==> config.mk <==
export PLATFORM = sky130hd
export DESIGN_NAME = run_extremum_filter
export DESIGN_NICKNAME = d
export VERILOG_FILES = /design/src/rtl/runext_pkg.sv /design/src/rtl/rx_queue.sv /design/src/rtl/rx_compare.sv /design/src/rtl/rx_ctrl.sv /design/src/rtl/run_extremum_filter.sv
export SDC_FILE = /design/constraint.sdc
export NUM_CORES = 1
export LEC_CHECK = 0
export BUFFER_PORTS_ARGS = -buffer_cell sky130_fd_sc_hd__buf_2
export CAP_MARGIN = 20
export CELL_PAD_IN_SITES_DETAIL_PLACEMENT = 1
export CELL_PAD_IN_SITES_GLOBAL_PLACEMENT = 2
export CORE_ASPECT_RATIO = 0.6
export CORE_MARGIN = 1
export CORE_UTILIZATION = 30
export DETAILED_ROUTE_END_ITERATION = 10
export GPL_TIMING_DRIVEN = 0
export HOLD_SLACK_MARGIN = 0.06
export PLACE_DENSITY = 0.54
export SETUP_SLACK_MARGIN = 0.3
export SYNTH_ARGS = -nofsm -noshare
export SYNTH_HDL_FRONTEND = slang
export SYNTH_SLANG_ARGS = --single-unit
==> constraint.sdc <==
create_clock -name clk -period 24.4 [get_ports clk]
set_input_delay 1.22 -clock clk [delete_from_list [all_inputs] [get_ports clk]]
set_output_delay 1.22 -clock clk [all_outputs]
set_load 0.02 [all_outputs]
==> src/rtl/runext_pkg.sv <==
package runext_pkg;

    localparam int PIX_W    = 8;
    localparam int SIDE_MAX = 15;
    localparam int LINE_W   = 11;

    localparam int SIDE_W   = $clog2(SIDE_MAX + 1);
    localparam int SPAN_MAX = 2 * SIDE_MAX + 1;
    localparam int SPAN_W   = $clog2(SPAN_MAX + 1);
    localparam int STAMP_W  = $clog2(SPAN_MAX);
    localparam int Q_PW     = $clog2(SPAN_MAX);
    localparam int Q_DEPTH  = 1 << Q_PW;
    localparam int CNT_W    = $clog2(SPAN_MAX + 1);
    localparam int POS_W    = LINE_W + 1;

    typedef enum logic {ST_TRIM = 1'b0, ST_EMIT = 1'b1} phase_e;
    typedef enum logic {OP_MAX = 1'b0, OP_MIN = 1'b1} op_e;

    typedef struct packed {
        logic [PIX_W-1:0]   val;
        logic [STAMP_W-1:0] stamp;
    } slot_t;

    typedef struct packed {
        logic gt;
        logic lt;
        logic eq;
    } rel_t;

    function automatic rel_t relate(input logic [PIX_W-1:0] a,
                                    input logic [PIX_W-1:0] b);
        rel_t r;
        r.gt = (a > b);
        r.lt = (a < b);
        r.eq = (a == b);
        return r;
    endfunction

    // Smallest k >= 1 with k*k >= span-1: bulk removal step for a span.
    function automatic int unsigned dl_for_span(input int unsigned span);
        int unsigned need;
        int unsigned r;
        need = (span > 1) ? span - 1 : 0;
        r = 1;
        for (int k = SPAN_MAX; k >= 1; k--) begin
            if (k * k >= need) r = k;
        end
        return r;
    endfunction

endpackage

==> src/rtl/rx_queue.sv <==
module rx_queue
    import runext_pkg::*;
(
    input  logic             clk,
    input  logic             rst,
    input  logic             clear,
    input  logic             push,
    input  slot_t            push_slot,
    input  logic             pop_front,
    input  logic [CNT_W-1:0] drop_n,
    input  logic [CNT_W-1:0] ref_dist,
    output logic [CNT_W-1:0] count,
    output slot_t            front_slot,
    output logic [PIX_W-1:0] back_val,
    output logic [PIX_W-1:0] ref_val
);

    slot_t            mem [Q_DEPTH];
    logic [Q_PW-1:0]  head_q;
    logic [Q_PW-1:0]  tail_q;
    logic [CNT_W-1:0] count_q;
    slot_t            back_slot;
    slot_t            ref_slot;

    always_ff @(posedge clk) begin
        if (push) mem[tail_q] <= push_slot;
    end

    always_ff @(posedge clk) begin
        if (rst || clear) begin
            head_q  <= '0;
            tail_q  <= '0;
            count_q <= '0;
        end else begin
            head_q  <= head_q + Q_PW'(pop_front);
            tail_q  <= tail_q + Q_PW'(push) - Q_PW'(drop_n);
            count_q <= count_q + CNT_W'(push) - CNT_W'(pop_front) - drop_n;
        end
    end

    always_comb begin
        front_slot = mem[head_q];
        back_slot  = mem[tail_q - Q_PW'(1)];
        ref_slot   = mem[tail_q - Q_PW'(ref_dist)];
        back_val   = back_slot.val;
        ref_val    = ref_slot.val;
        count      = count_q;
    end

endmodule

==> src/rtl/rx_compare.sv <==
module rx_compare
    import runext_pkg::*;
(
    input  op_e              op,
    input  logic [PIX_W-1:0] sample,
    input  logic [PIX_W-1:0] back_val,
    input  logic [PIX_W-1:0] ref_val,
    input  logic [CNT_W-1:0] count,
    input  logic [CNT_W-1:0] dl,
    output logic [CNT_W-1:0] drop_n
);

    rel_t rb;
    rel_t rr;
    logic kill_back;
    logic kill_ref;

    always_comb begin
        rb = relate(back_val, sample);
        rr = relate(ref_val, sample);
        kill_back = (op == OP_MAX) ? (rb.lt | rb.eq) : (rb.gt | rb.eq);
        kill_ref  = (op == OP_MAX) ? (rr.lt | rr.eq) : (rr.gt | rr.eq);
        if (count >= dl && kill_ref)
            drop_n = dl;
        else if (count != '0 && kill_back)
            drop_n = CNT_W'(1);
        else
            drop_n = '0;
    end

endmodule

==> src/rtl/rx_ctrl.sv <==
module rx_ctrl
    import runext_pkg::*;
(
    input  logic               clk,
    input  logic               rst,
    input  op_e                cfg_op,
    input  logic [SIDE_W-1:0]  cfg_left,
    input  logic [SIDE_W-1:0]  cfg_right,
    input  logic [LINE_W-1:0]  cfg_len,
    input  logic               in_valid,
    input  logic               out_ready,
    input  logic [CNT_W-1:0]   cmp_drop,
    input  logic [CNT_W-1:0]   q_count,
    input  logic [STAMP_W-1:0] front_stamp,
    output logic               in_ready,
    output logic               out_valid,
    output logic               q_push,
    output logic               q_pop,
    output logic               q_clear,
    output logic [CNT_W-1:0]   q_drop,
    output logic [STAMP_W-1:0] push_stamp,
    output op_e                op_now,
    output logic [CNT_W-1:0]   dl_now,
    output logic [SPAN_W-1:0]  span_now
);

    phase_e              st_q;
    logic [POS_W-1:0]    vp_q;
    logic [STAMP_W-1:0]  stamp_q;
    op_e                 op_q;
    logic [SIDE_W-1:0]   right_q;
    logic [SPAN_W-1:0]   span_q;
    logic [LINE_W-1:0]   len_q;
    logic [CNT_W-1:0]    dl_q;

    logic [CNT_W-1:0]    dl_lut [SPAN_MAX+1];
    logic [SPAN_W-1:0]   cfg_span;
    logic                line_start;
    logic                trim_go;
    logic                accept;
    logic                emit_due;
    logic                step;
    logic                at_end;
    logic [STAMP_W-1:0]  stamp_nxt;
    logic [POS_W-1:0]    last_pos;

    for (genvar g = 0; g <= SPAN_MAX; g++) begin : g_dl
        assign dl_lut[g] = CNT_W'(dl_for_span(g));
    end

    always_comb begin
        cfg_span   = SPAN_W'(cfg_left) + SPAN_W'(cfg_right) + SPAN_W'(1);
        line_start = (vp_q == '0);
        op_now     = line_start ? cfg_op : op_q;
        dl_now     = dl_q;
        span_now   = span_q;

        trim_go  = (st_q == ST_TRIM) && in_valid;
        q_drop   = (trim_go && !line_start) ? cmp_drop : '0;
        accept   = trim_go && (q_drop == '0);
        in_ready = accept;
        q_push   = accept;
        push_stamp = stamp_q;

        emit_due  = (st_q == ST_EMIT) && (vp_q >= POS_W'(right_q));
        out_valid = emit_due;
        step      = (st_q == ST_EMIT) && (!emit_due || out_ready);

        stamp_nxt = (stamp_q == STAMP_W'(span_q - SPAN_W'(1))) ? '0 : stamp_q + STAMP_W'(1);
        last_pos  = POS_W'(len_q) - POS_W'(1) + POS_W'(right_q);
        at_end    = (vp_q == last_pos);

        q_pop   = step && !at_end && (q_count != '0) && (front_stamp == stamp_nxt);
        q_clear = step && at_end;
    end

    always_ff @(posedge clk) begin
        if (rst) begin
            st_q    <= ST_TRIM;
            vp_q    <= '0;
            stamp_q <= '0;
            op_q    <= OP_MAX;
            right_q <= '0;
            span_q  <= SPAN_W'(1);
            len_q   <= LINE_W'(1);
            dl_q    <= CNT_W'(1);
        end else begin
            if (accept && line_start) begin
                op_q    <= cfg_op;
                right_q <= cfg_right;
                span_q  <= cfg_span;
                len_q   <= cfg_len;
                dl_q    <= dl_lut[cfg_span];
            end
            if (accept) st_q <= ST_EMIT;
            if (step) begin
                if (at_end) begin
                    vp_q    <= '0;
                    stamp_q <= '0;
                    st_q    <= ST_TRIM;
                end else begin
                    vp_q    <= vp_q + POS_W'(1);
                    stamp_q <= stamp_nxt;
                    st_q    <= (vp_q + POS_W'(1) < POS_W'(len_q)) ? ST_TRIM : ST_EMIT;
                end
            end
        end
    end

endmodule

==> src/rtl/run_extremum_filter.sv <==
module run_extremum_filter
    import runext_pkg::*;
(
    input  logic              clk,
    input  logic              rst,
    input  logic              cfg_erode,
    input  logic [SIDE_W-1:0] cfg_left,
    input  logic [SIDE_W-1:0] cfg_right,
    input  logic [LINE_W-1:0] cfg_len,
    input  logic              in_valid,
    output logic              in_ready,
    input  logic [PIX_W-1:0]  in_data,
    output logic              out_valid,
    input  logic              out_ready,
    output logic [PIX_W-1:0]  out_data
);

    slot_t               front_slot;
    slot_t               push_slot;
    logic [PIX_W-1:0]    back_val;
    logic [PIX_W-1:0]    ref_val;
    logic [CNT_W-1:0]    q_count;
    logic [CNT_W-1:0]    q_drop;
    logic [CNT_W-1:0]    cmp_drop;
    logic [CNT_W-1:0]    dl_now;
    logic [SPAN_W-1:0]   span_now;
    logic [STAMP_W-1:0]  push_stamp;
    logic                q_push;
    logic                q_pop;
    logic                q_clear;
    op_e                 op_now;
    op_e                 cfg_op;

    assign cfg_op    = op_e'(cfg_erode);
    assign push_slot = '{val: in_data, stamp: push_stamp};
    assign out_data  = front_slot.val;

    rx_ctrl u_ctrl (
        .clk        (clk),
        .rst        (rst),
        .cfg_op     (cfg_op),
        .cfg_left   (cfg_left),
        .cfg_right  (cfg_right),
        .cfg_len    (cfg_len),
        .in_valid   (in_valid),
        .out_ready  (out_ready),
        .cmp_drop   (cmp_drop),
        .q_count    (q_count),
        .front_stamp(front_slot.stamp),
        .in_ready   (in_ready),
        .out_valid  (out_valid),
        .q_push     (q_push),
        .q_pop      (q_pop),
        .q_clear    (q_clear),
        .q_drop     (q_drop),
        .push_stamp (push_stamp),
        .op_now     (op_now),
        .dl_now     (dl_now),
        .span_now   (span_now)
    );

    rx_compare u_cmp (
        .op      (op_now),
        .sample  (in_data),
        .back_val(back_val),
        .ref_val (ref_val),
        .count   (q_count),
        .dl      (dl_now),
        .drop_n  (cmp_drop)
    );

    rx_queue u_queue (
        .clk       (clk),
        .rst       (rst),
        .clear     (q_clear),
        .push      (q_push),
        .push_slot (push_slot),
        .pop_front (q_pop),
        .drop_n    (q_drop),
        .ref_dist  (dl_now),
        .count     (q_count),
        .front_slot(front_slot),
        .back_val  (back_val),
        .ref_val   (ref_val)
    );

endmodule

==> impl_metrics.tcl, run 1 <==
set metrics [dict create \
    status "finished clean" \
    timing.critical_path.mode_cell "fa_1" \
    cp_max_fo 11 \
    rsz0062_at_grt "no" \
    vias_per_cell 5.65 \
    synthAdderAreaFrac 0.0464 \
    core_region_area_um2 81800 \
    hold_viol 0 \
    swShare 0.387 \
    synth_async_sr_flop_share 0 \
    htreeDepth 2 \
    finalCritPeriodShare 0.413 \
    fin_cells 2757 \
    cp-end-kind "flip-flop" \
    drt_iter0_drc 1731 \
    io_pins 42 \
    synth_edf_count 416 \
    postRouteAntennaNets 0 \
    final_area_um2 29200 \
    via_count 15600 \
    post-place-ws_ns 14.35 \
    dp_hpwl_um 64900 \
    die_area_um2 84200 \
    ys.flop_type "edfxtp_1" \
    synth_nets 1613 \
    required_ns 24.90 \
    critPathKind "reg2reg" \
    syn_avg_cell_area_um2 16.7 \
    setup_tns_ns 0 \
    max_freq_mhz 99.3 \
    finalCriticalPeriod_ns 10.07 \
    cts_hold_buffers 0 \
    drive_gt1_frac 0.305 \
    cts_tree "yes" \
    p_switching_mw 1.29 \
    seq_area_frac_synth 0.548 \
    r2r_cells 27 \
    cts_resized 0 \
    report.final.setup_viol 0 \
    whs_path_depth 2 \
    cpPeakStageDelay_ns 0.93 \
    clockPowerShare 0.223 \
    post_drt_wl_per_cell_um 32.8 \
    finalPower_mw 3.34 \
    place_area_um2 27400 \
    firstDrtPassIters 8 \
    yosys.area.top_type_share 0.502 \
    postCtsSetupBuffers 0 \
    min_path_type "reg2reg" \
    drv_slew 0 \
    p_comb_frac 0.486 \
    die-width_um 374 \
    drc 0 \
    final_nets 1759 \
    grt_util_all_layers 0.216 \
    syn_inst 1493 \
    rows 81 \
    synth_area_um2 24900 \
    place_congestion 0.830 \
    clockBufferDepth 3 \
    initial_core_util 0.304 \
    fin_skew_ns 0.0288 \
    start_kind "flip-flop" \
    min_from "u_ctrl.right_q[3]" \
    clkSinkCount 473 \
    ys_ff_latch 473 \
    final_util 0.357 \
    grt_start_max_net_pins 35 \
    yosys-top-cells-area "edfxtp_1, mux4_2, dfxtp_1" \
    reg2reg_to "u_queue.count[3]" \
    grt_pass1_wl_um 125000 \
    tightestPinTransition_ns 1.17 \
    die_h_um 225 \
    reg2reg_slack_ns 14.33 \
    ys_warn_count 0 \
    maxCapViolations 0 \
    relSlewSlack 0.218 \
    insertion_delay_ns 0.63 \
    synth_cell_types 54 \
    critPathArrivalTime_ns 10.57 \
    synthMuxAreaShare 0.273 \
    clk_pin_slew_ns 0.07 \
    cts_buffers 50 \
    leakage_nw 9.73 \
    p_seq_frac 0.291 \
    wl_um 90300 \
    irDropWorstVdd_mv 0.0558 \
    synth_compound_area_frac 0.0349 \
    grt_pass1_vias 15500 \
    r2r-start "u_queue.tail_q[0]" \
    hold_end "u_ctrl.right_q[3]" \
    p_int_mw 2.05 \
    antenna_cells 0 \
    yosys.area.top_type "edfxtp_1" \
    yosys.area_share.simple 0.0492 \
    synth-xor-area-share 0.0211 \
    port_buffers 41 \
    yosys-top-cells-count "edfxtp_1, mux4_2, ha_1" \
    syn_to_final_growth_pct 17.2 \
    overflow 0 \
    dp.cells 2655 \
    hold_ws_ns 0.464 \
    cts_root_buf "clkbuf_16" \
    synth.most_common_cell "edfxtp_1" \
    synth_top_family_by_area "multiplexers" \
    setup_slack_ns 14.33 \
    slowest_stage "clkbuf_1" \
    power_density_nw_per_um2 114 \
    antenna_found_initial 2 \
]
## final cells by class
type | instances | area [µm²]
tap | 1079 | 1350
sequential | 473 | 13600
inverter | 76 | 285
buffer | 91 | 398
multi-input combinational | 853 | 10600
clock buffer | 59 | 1310
timing repair buffer | 94 | 1370
fill | 8222 | 52600
clock inverter | 32 | 201
## worst max-delay path by stage
stage                            from                to  slack (ns)  cells past startpoint
floorplan           u_queue.tail_q[0]  u_queue.count[3]       16.39                     26
global placement    u_queue.tail_q[0]  u_queue.count[3]       13.18                     26
detailed placement  u_queue.tail_q[0]  u_queue.count[3]       14.35                     27
CTS                 u_queue.tail_q[0]  u_queue.count[3]       14.30                     27
global route        u_queue.tail_q[0]  u_queue.count[3]       13.98                     27
finish              u_queue.tail_q[0]  u_queue.count[3]       14.33                     27
## state kept, by name (all words and copies together), names as in the netlist
register and count:
u_ctrl.dl_now 3, u_ctrl.len_q 11, u_ctrl.op_q 1, u_ctrl.push_stamp 5, u_ctrl.right_q 4, u_ctrl.span_now 5, u_ctrl.st_q 1, u_ctrl.vp_q 12
u_queue.count 5, u_queue.head_q 5, u_queue.mem 416, u_queue.tail_q 5
## logic make-up after synthesis
kind of cell / after synthesis
buf+inv: 167
mux: 322
xor+xnor: 60
simple gates: 242
fa+ha+maj: 88
flops: 473
compound gates: 141
## power by group through the flow
| stage | clock network (mW) | logic [mW] | registers (mW) |
|---|---|---|---|
| 2_1_floorplan | 0 | 0.982 | 0.973 |
| 6_report | 0.743 | 1.62 | 0.971 |
| 3_5_place_dp | 0 | 1.59 | 0.987 |
| 4_1_cts | 0.759 | 1.61 | 0.971 |
| 3_3_place_gp | 0 | 1.51 | 0.991 |
| 5_1_grt | 0.789 | 1.73 | 0.977 |
## per-layer routing
layer | global-route usage | part of all wire | up-vias
met4 | 0.0487 | 0.019 | 0
met2 | 0.276 | 0.38 | 728
li1 | - | - | 6387
met5 | 0 | 0 | -
met3 | 0.0617 | 0.095 | 99
met1 | 0.348 | 0.50 | 8351
## worst max-delay path: cells and delay by family, from the launching register on
family,cells,cell delay (ns)
AOI/OAI and AO/OA,4,1.10
xor gates and xnor gates,2,0.49
adders and majority gates,7,2.76
buffers and inverters,8,3.27
DFF,1,0.45
muxes,3,1.28
and+or+nand+nor,3,0.58
## cell usage in the layout (no fill, tap or decap), types with 19 or more instances in the layout
cell / synthesis / final
inv_1: 74 / 74
dfxtp_1: 57 / 57
mux2_2: 23 / 23
a21oi_1: 50 / 50
nor2_1: 44 / 44
clkbuf_16: 0 / 51
buf_8: 0 / 19
nor3_1: 20 / 20
xor2_1: 24 / 24
edfxtp_1: 416 / 416
buf_1: 24 / 20
buf_16: 0 / 31
and3_1: 40 / 35
nand2_1: 65 / 65
clkbuf_1: 44 / 52
ha_1: 81 / 81
mux4_2: 284 / 284
o21ai_0: 24 / 24
nand3_1: 19 / 19
xnor2_1: 36 / 32
buf_2: 17 / 62
(Power assumes the default switching activity.)
==> inputs of run 2 (changes only) <==
clock period = 10.45 ns   (was 24.4 ns; I/O delays follow)
==> run 2 against run 1 <==
Cell area about the same. Cell count unchanged. Global-route usage unchanged. Largest power group unchanged. Highest routed layer unchanged.
==> impl_metrics.tcl, run 2 (synthesis gave the netlist of run 1 again) <==
set metrics [dict create \
    layout_commonest_cell "edfxtp_1" \
    largest_reg_flops 416 \
    required_ns 10.95 \
    clockPowerShare 0.223 \
    syn_to_final_growth_pct 17.2 \
    layout_common_cells "edfxtp_1, mux4_2, ha_1, inv_1, nand2_1" \
    maxCapViolations 0 \
    min_from "cfg_len[0]" \
    core_region_area_um2 81800 \
    tightestPinTransition_ns 1.21 \
    die_area_um2 84200 \
    postRouteAntennaNets 0 \
    clockBufferDepth 3 \
    rsz0062_at_grt "no" \
    cts_buffers 50 \
    timing.critical_path.mode_cell "fa_1" \
    power_density_nw_per_um2 267 \
    final_nets 1759 \
    post_drt_wl_per_cell_um 32.8 \
    whs_path_depth 2 \
    setup_tns_ns 0 \
    status "finished clean" \
    grt_pass1_vias 15500 \
    clk_pin_slew_ns 0.07 \
    leakage_nw 9.75 \
    r2r_cells 28 \
    die_h_um 225 \
    fin_skew_ns 0.0327 \
    r2r-start "u_queue.tail_q[0]" \
    final_util 0.357 \
    overflow 0 \
    initial_core_util 0.304 \
    report.final.setup_viol 0 \
    p_comb_frac 0.486 \
    postCtsSetupBuffers 0 \
    cts_tree "yes" \
    irDropWorstVdd_mv 0.130 \
    dp_hpwl_um 64900 \
    relSlewSlack 0.194 \
    place_congestion 0.830 \
    antenna_cells 0 \
    clkSinkCount 473 \
    cp_max_fo 11 \
    die-width_um 374 \
    min_path_type "in2reg" \
    firstDrtPassIters 7 \
    start_kind "flip-flop" \
    grt_start_max_net_pins 35 \
    reg_top3 "u_queue.mem (416), u_ctrl.vp_q (12), u_ctrl.len_q (11)" \
    insertion_delay_ns 0.64 \
    finalCriticalPeriod_ns 9.68 \
    reg2reg_to "u_queue.count[3]" \
    grt_pass1_wl_um 125000 \
    regMostFlops "u_queue.mem" \
    cp-end-kind "flip-flop" \
    drive_gt1_frac 0.309 \
    cpPeakStageDelay_ns 0.67 \
    critPathKind "reg2reg" \
    swShare 0.387 \
    max_freq_mhz 103 \
    reg2reg_slack_ns 0.77 \
    drc 0 \
    htreeDepth 2 \
    rows 81 \
    drv_slew 0 \
    slowest_stage "clkbuf_1" \
    io_pins 42 \
    p_int_mw 4.78 \
    hold_ws_ns 0.123 \
    cts_root_buf "clkbuf_16" \
    port_buffers 41 \
    p_switching_mw 3.01 \
    hold_viol 0 \
    finalCritPeriodShare 0.927 \
    drt_iter0_drc 1910 \
    grt_util_all_layers 0.216 \
    via_count 15600 \
    vias_per_cell 5.65 \
    antenna_found_initial 2 \
    hold_end "u_ctrl.len_q[0]" \
    wl_um 90500 \
    n_fill_cell 8222 \
    critPathArrivalTime_ns 10.19 \
    p_seq_frac 0.291 \
]
==> run 2: per-layer routing <==
layer  GRT usage  wire length, µm  share of wire
met1       0.348            45800           0.51
met2       0.276            34700           0.38
met3      0.0617             8230          0.091
met4      0.0487             1770          0.020
met5           0                0              0
==> run 2: layout make-up <==
type | instances | area [µm²] | area share
multi-input combinational | 853 | 10600 | 0.364
clock inverter | 32 | 201 | 0.00691
inverter | 76 | 285 | 0.00978
buffer | 91 | 405 | 0.0139
sequential | 473 | 13600 | 0.467
tap | 1079 | 1350 | 0.0463
timing repair buffer | 94 | 1370 | 0.0470
clock buffer | 59 | 1310 | 0.0448
==> run 2: metrics by stage <==
step | cells | total power, mW | instance area, µm² | worst slack (ns)
CTS | 2746 | 7.79 | 28900 | 0.351
global placement | 2613 | 5.84 | 26400 | -0.771
detailed placement | 2655 | 6.03 | 27400 | 0.402
floorplan | 1493 | 4.57 | 24900 | 2.44
finish | 2757 | 7.79 | 29200 | 0.768
global route | 2757 | 8.15 | 29200 | 0.552
==> run 2: worst max-delay path by stage <==
stage	from	endpoint	slack, ns	cells after the start
after CTS	u_queue.tail_q[0]	u_queue.count[3]	0.35	27
final	u_queue.tail_q[0]	u_queue.count[3]	0.77	28
after global placement	u_queue.tail_q[0]	u_queue.count[3]	-0.77	26
after floorplan	u_queue.tail_q[0]	u_queue.count[3]	2.44	26
after global routing	u_queue.tail_q[0]	u_queue.count[3]	0.55	28
after detailed placement	u_queue.tail_q[0]	u_queue.count[3]	0.40	27
==> run 2: critical path: cells and delay by family (launching register included) <==
kind / cells / cell delay, ns
adder cells (fa/ha/maj): 7 / 2.77
multiplexers: 3 / 1.15
buffers and inverters: 9 / 2.98
AO/OA/AOI/OAI: 4 / 1.11
XOR/XNOR: 2 / 0.49
flip-flops: 1 / 0.45
AND/OR/NAND/NOR: 3 / 0.58
==> run 2: timing repair <==
action,in CTS,in global routing
resized for setup,0,17
hold buffers,0,0
endpoints found under the setup margin,0,3
==> run 2: power groups by stage <==
stage	logic [mW]	registers [mW]	clock network, mW
finish	3.79	2.27	1.74
global route	4.03	2.28	1.84
CTS	3.75	2.27	1.77
detailed placement	3.72	2.31	0
global placement	3.53	2.31	0
floorplan	2.29	2.27	0
==> inputs of run 3 (changes only) <==
SYNTH_HIERARCHICAL = 1   (was unset)
clock period = 10.9 ns   (was 10.45 ns; I/O delays follow)
==> run 3 against run 2 <==
Via count increased by 2.8%. Worst setup slack gained 0.96 ns. Worst hold slack better by 0.031 ns. Register-to-register slack improved by 0.96 ns. Sequential power is 6% lower. Combinational power is essentially flat. Clock skew rose by 0.0097 ns. Power down 0.50%. Core utilization hardly changed. Routed wire length increased by 4.5%. Largest cell class unchanged. Largest power group unchanged.
==> impl_metrics.tcl, run 3 <==
set metrics [dict create \
    ys_ff_latch 473 \
    dp_hpwl_um 71900 \
    power_density_nw_per_um2 264 \
    cts_resized 0 \
    post_drt_wl_per_cell_um 33.1 \
    firstDrtPassIters 6 \
    grt_util_all_layers 0.225 \
    synth_async_sr_flop_share 0 \
    n_fill_cell 8310 \
    layout_common_cells "edfxtp_1, mux4_2, nand2_1, ha_1, buf_2" \
    seq_area_frac_synth 0.542 \
    clk_pin_slew_ns 0.07 \
    critPathArrivalTime_ns 9.50 \
    syn_inst 1564 \
    grt_start_max_net_pins 35 \
    insertion_delay_ns 0.64 \
    cp_max_fo 10 \
    drv_slew 0 \
    cts_root_buf "clkbuf_16" \
    report.final.setup_viol 0 \
    io_pins 42 \
    core_region_area_um2 82200 \
    reg_top3 "u_queue/mem (416), u_ctrl/vp_q (12), u_ctrl/len_q (11)" \
    syn_avg_cell_area_um2 16.1 \
    syn_to_final_growth_pct 16.5 \
    final_nets 1820 \
    htreeDepth 2 \
    finalCritPeriodShare 0.841 \
    yosys-top-cells-area "edfxtp_1, mux4_2, dfxtp_1" \
    max_freq_mhz 109 \
    vias_per_cell 5.61 \
    clkSinkCount 473 \
    yosys.area.top_type_share 0.497 \
    antenna_found_initial 8 \
    reg2reg_slack_ns 1.73 \
    wl_um 94600 \
    relSlewSlack 0.262 \
    start_kind "flip-flop" \
    place_congestion 0.914 \
    rows 81 \
    setup_tns_ns 0 \
    hold_viol 0 \
    clockBufferDepth 3 \
    required_ns 11.23 \
    postCtsSetupBuffers 0 \
    drc 0 \
    drt_iter0_drc 1812 \
    tightestPinTransition_ns 1.11 \
    synth.most_common_cell "edfxtp_1" \
    critPathKind "reg2reg" \
    finalCriticalPeriod_ns 9.17 \
    leakage_nw 9.45 \
    layout_commonest_cell "edfxtp_1" \
    drive_gt1_frac 0.315 \
    fin_cells 2857 \
    irDropWorstVdd_mv 0.163 \
    status "finished clean" \
    grt_pass1_vias 15800 \
    rsz0062_at_grt "no" \
    regMostFlops "u_queue/mem" \
    grt_pass1_wl_um 131000 \
    largest_reg_flops 416 \
    min_path_type "in2reg" \
    synth_edf_count 416 \
    port_buffers 41 \
    dp.cells 2764 \
    synth_cell_types 69 \
    final_util 0.357 \
    cts_buffers 51 \
    die_area_um2 85000 \
    cts_tree "yes" \
    overflow 0 \
    die_h_um 226 \
    ys_warn_count 6 \
    postRouteAntennaNets 0 \
    die-width_um 376 \
    yosys-top-cells-count "edfxtp_1, mux4_2, nand2_1" \
    maxCapViolations 0 \
    synth_area_um2 25100 \
    cts_hold_buffers 0 \
    via_count 16000 \
    fin_skew_ns 0.0424 \
    initial_core_util 0.306 \
    ys.flop_type "edfxtp_1" \
    yosys.area.top_type "edfxtp_1" \
    cp-end-kind "flip-flop" \
]
[run 3: changes by cell type in the layout (fill, tap and decap cells not counted), moves of 13 or more]
cell and change:
a221oi_1 +16, mux2i_1 +28, nor2_2 +32, buf_16 -19, and3_1 -33, mux4_2 -26
o22ai_1 +13, buf_2 +16, nand2_1 +24
[run 3: cells by family (layout without fill, tap and decap cells)]
kind of cell | after synthesis | count (layout) | synth area share
adders and majority gates | 90 | 90 | 0.0469
and+or+nand+nor | 261 | 261 | 0.0490
muxes | 331 | 331 | 0.262
AOI/OAI and AO/OA | 170 | 170 | 0.0455
buffers and inverters | 170 | 341 | 0.0303
xor gates and xnor gates | 68 | 68 | 0.0242
other | 1 | 3 | 0.000149
DFF | 473 | 473 | 0.542
[run 3: final timing paths]
kind | start | to | cells after the start
worst min register to register | u_ctrl/op_q | u_ctrl/op_q | 2
worst max-delay path | u_queue/tail_q[0] | u_queue/mem[13][11] | 24
worst min-delay path | cfg_len[0] | u_ctrl/len_q[0] | 3
worst max register to register | u_queue/tail_q[0] | u_queue/mem[13][11] | 24
[run 3: power breakdown]
part	internal, mW	total [mW]	switching, mW
logic	1.44	3.76	2.32
registers	2.06	2.14	0.0804
clock network	1.06	1.85	0.788
total	4.56	7.75	3.19
[run 3: layout make-up]
cell class / instances / area (µm²) / area share
antenna: 1 / 2.50 / 0.0000854
buffer: 97 / 489 / 0.0167
clock buffer: 59 / 1350 / 0.0460
clock inverter: 32 / 374 / 0.0128
inverter: 73 / 274 / 0.00935
multi-input combinational: 922 / 10800 / 0.370
sequential: 473 / 13600 / 0.465
tap: 1120 / 1400 / 0.0478
timing repair buffer: 80 / 937 / 0.0320
[run 3: layer usage]
layer,vias to the layer above,part of all wire,global-route usage
met2,646,0.35,0.263
met5,-,0.0019,0.0154
met3,81,0.13,0.100
met1,8704,0.51,0.365
li1,6596,-,-
met4,2,0.013,0.0338
[run 3: critical path, stage by stage, from the launching register on]
cell	delay (ns)
dfxtp_1	0.51
buf_2	0.41
buf_2	0.45
inv_1	0.24
ha_1	0.26
fa_1	0.49
buf_2	0.34
clkbuf_1	0.87
mux4_2	0.48
mux2_2	0.29
o22ai_1	0.68
a221oi_1	0.14
ha_1	0.35
nand4_1	0.16
a21oi_2	0.19
nor3_1	0.10
o32ai_4	0.39
mux2_4	0.34
nor2_1	0.14
a21oi_1	0.16
nor2_1	0.28
buf_4	0.23
nand2_1	0.41
nor2_2	0.70
buf_8	0.24
[run 3: per-stage QoR]
stage | hold slack [ns] | area [µm²] | setup slack, ns | power [mW]
2_1_floorplan | 0.434 | 25200 | 4.51 | 4.39
3_3_place_gp | 0.443 | 26800 | 1.03 | 5.77
3_5_place_dp | 0.448 | 27600 | 1.81 | 5.85
4_1_cts | 0.114 | 29300 | 1.76 | 7.72
5_1_grt | 0.145 | 29300 | 1.24 | 8.08
6_report | 0.154 | 29300 | 1.73 | 7.75
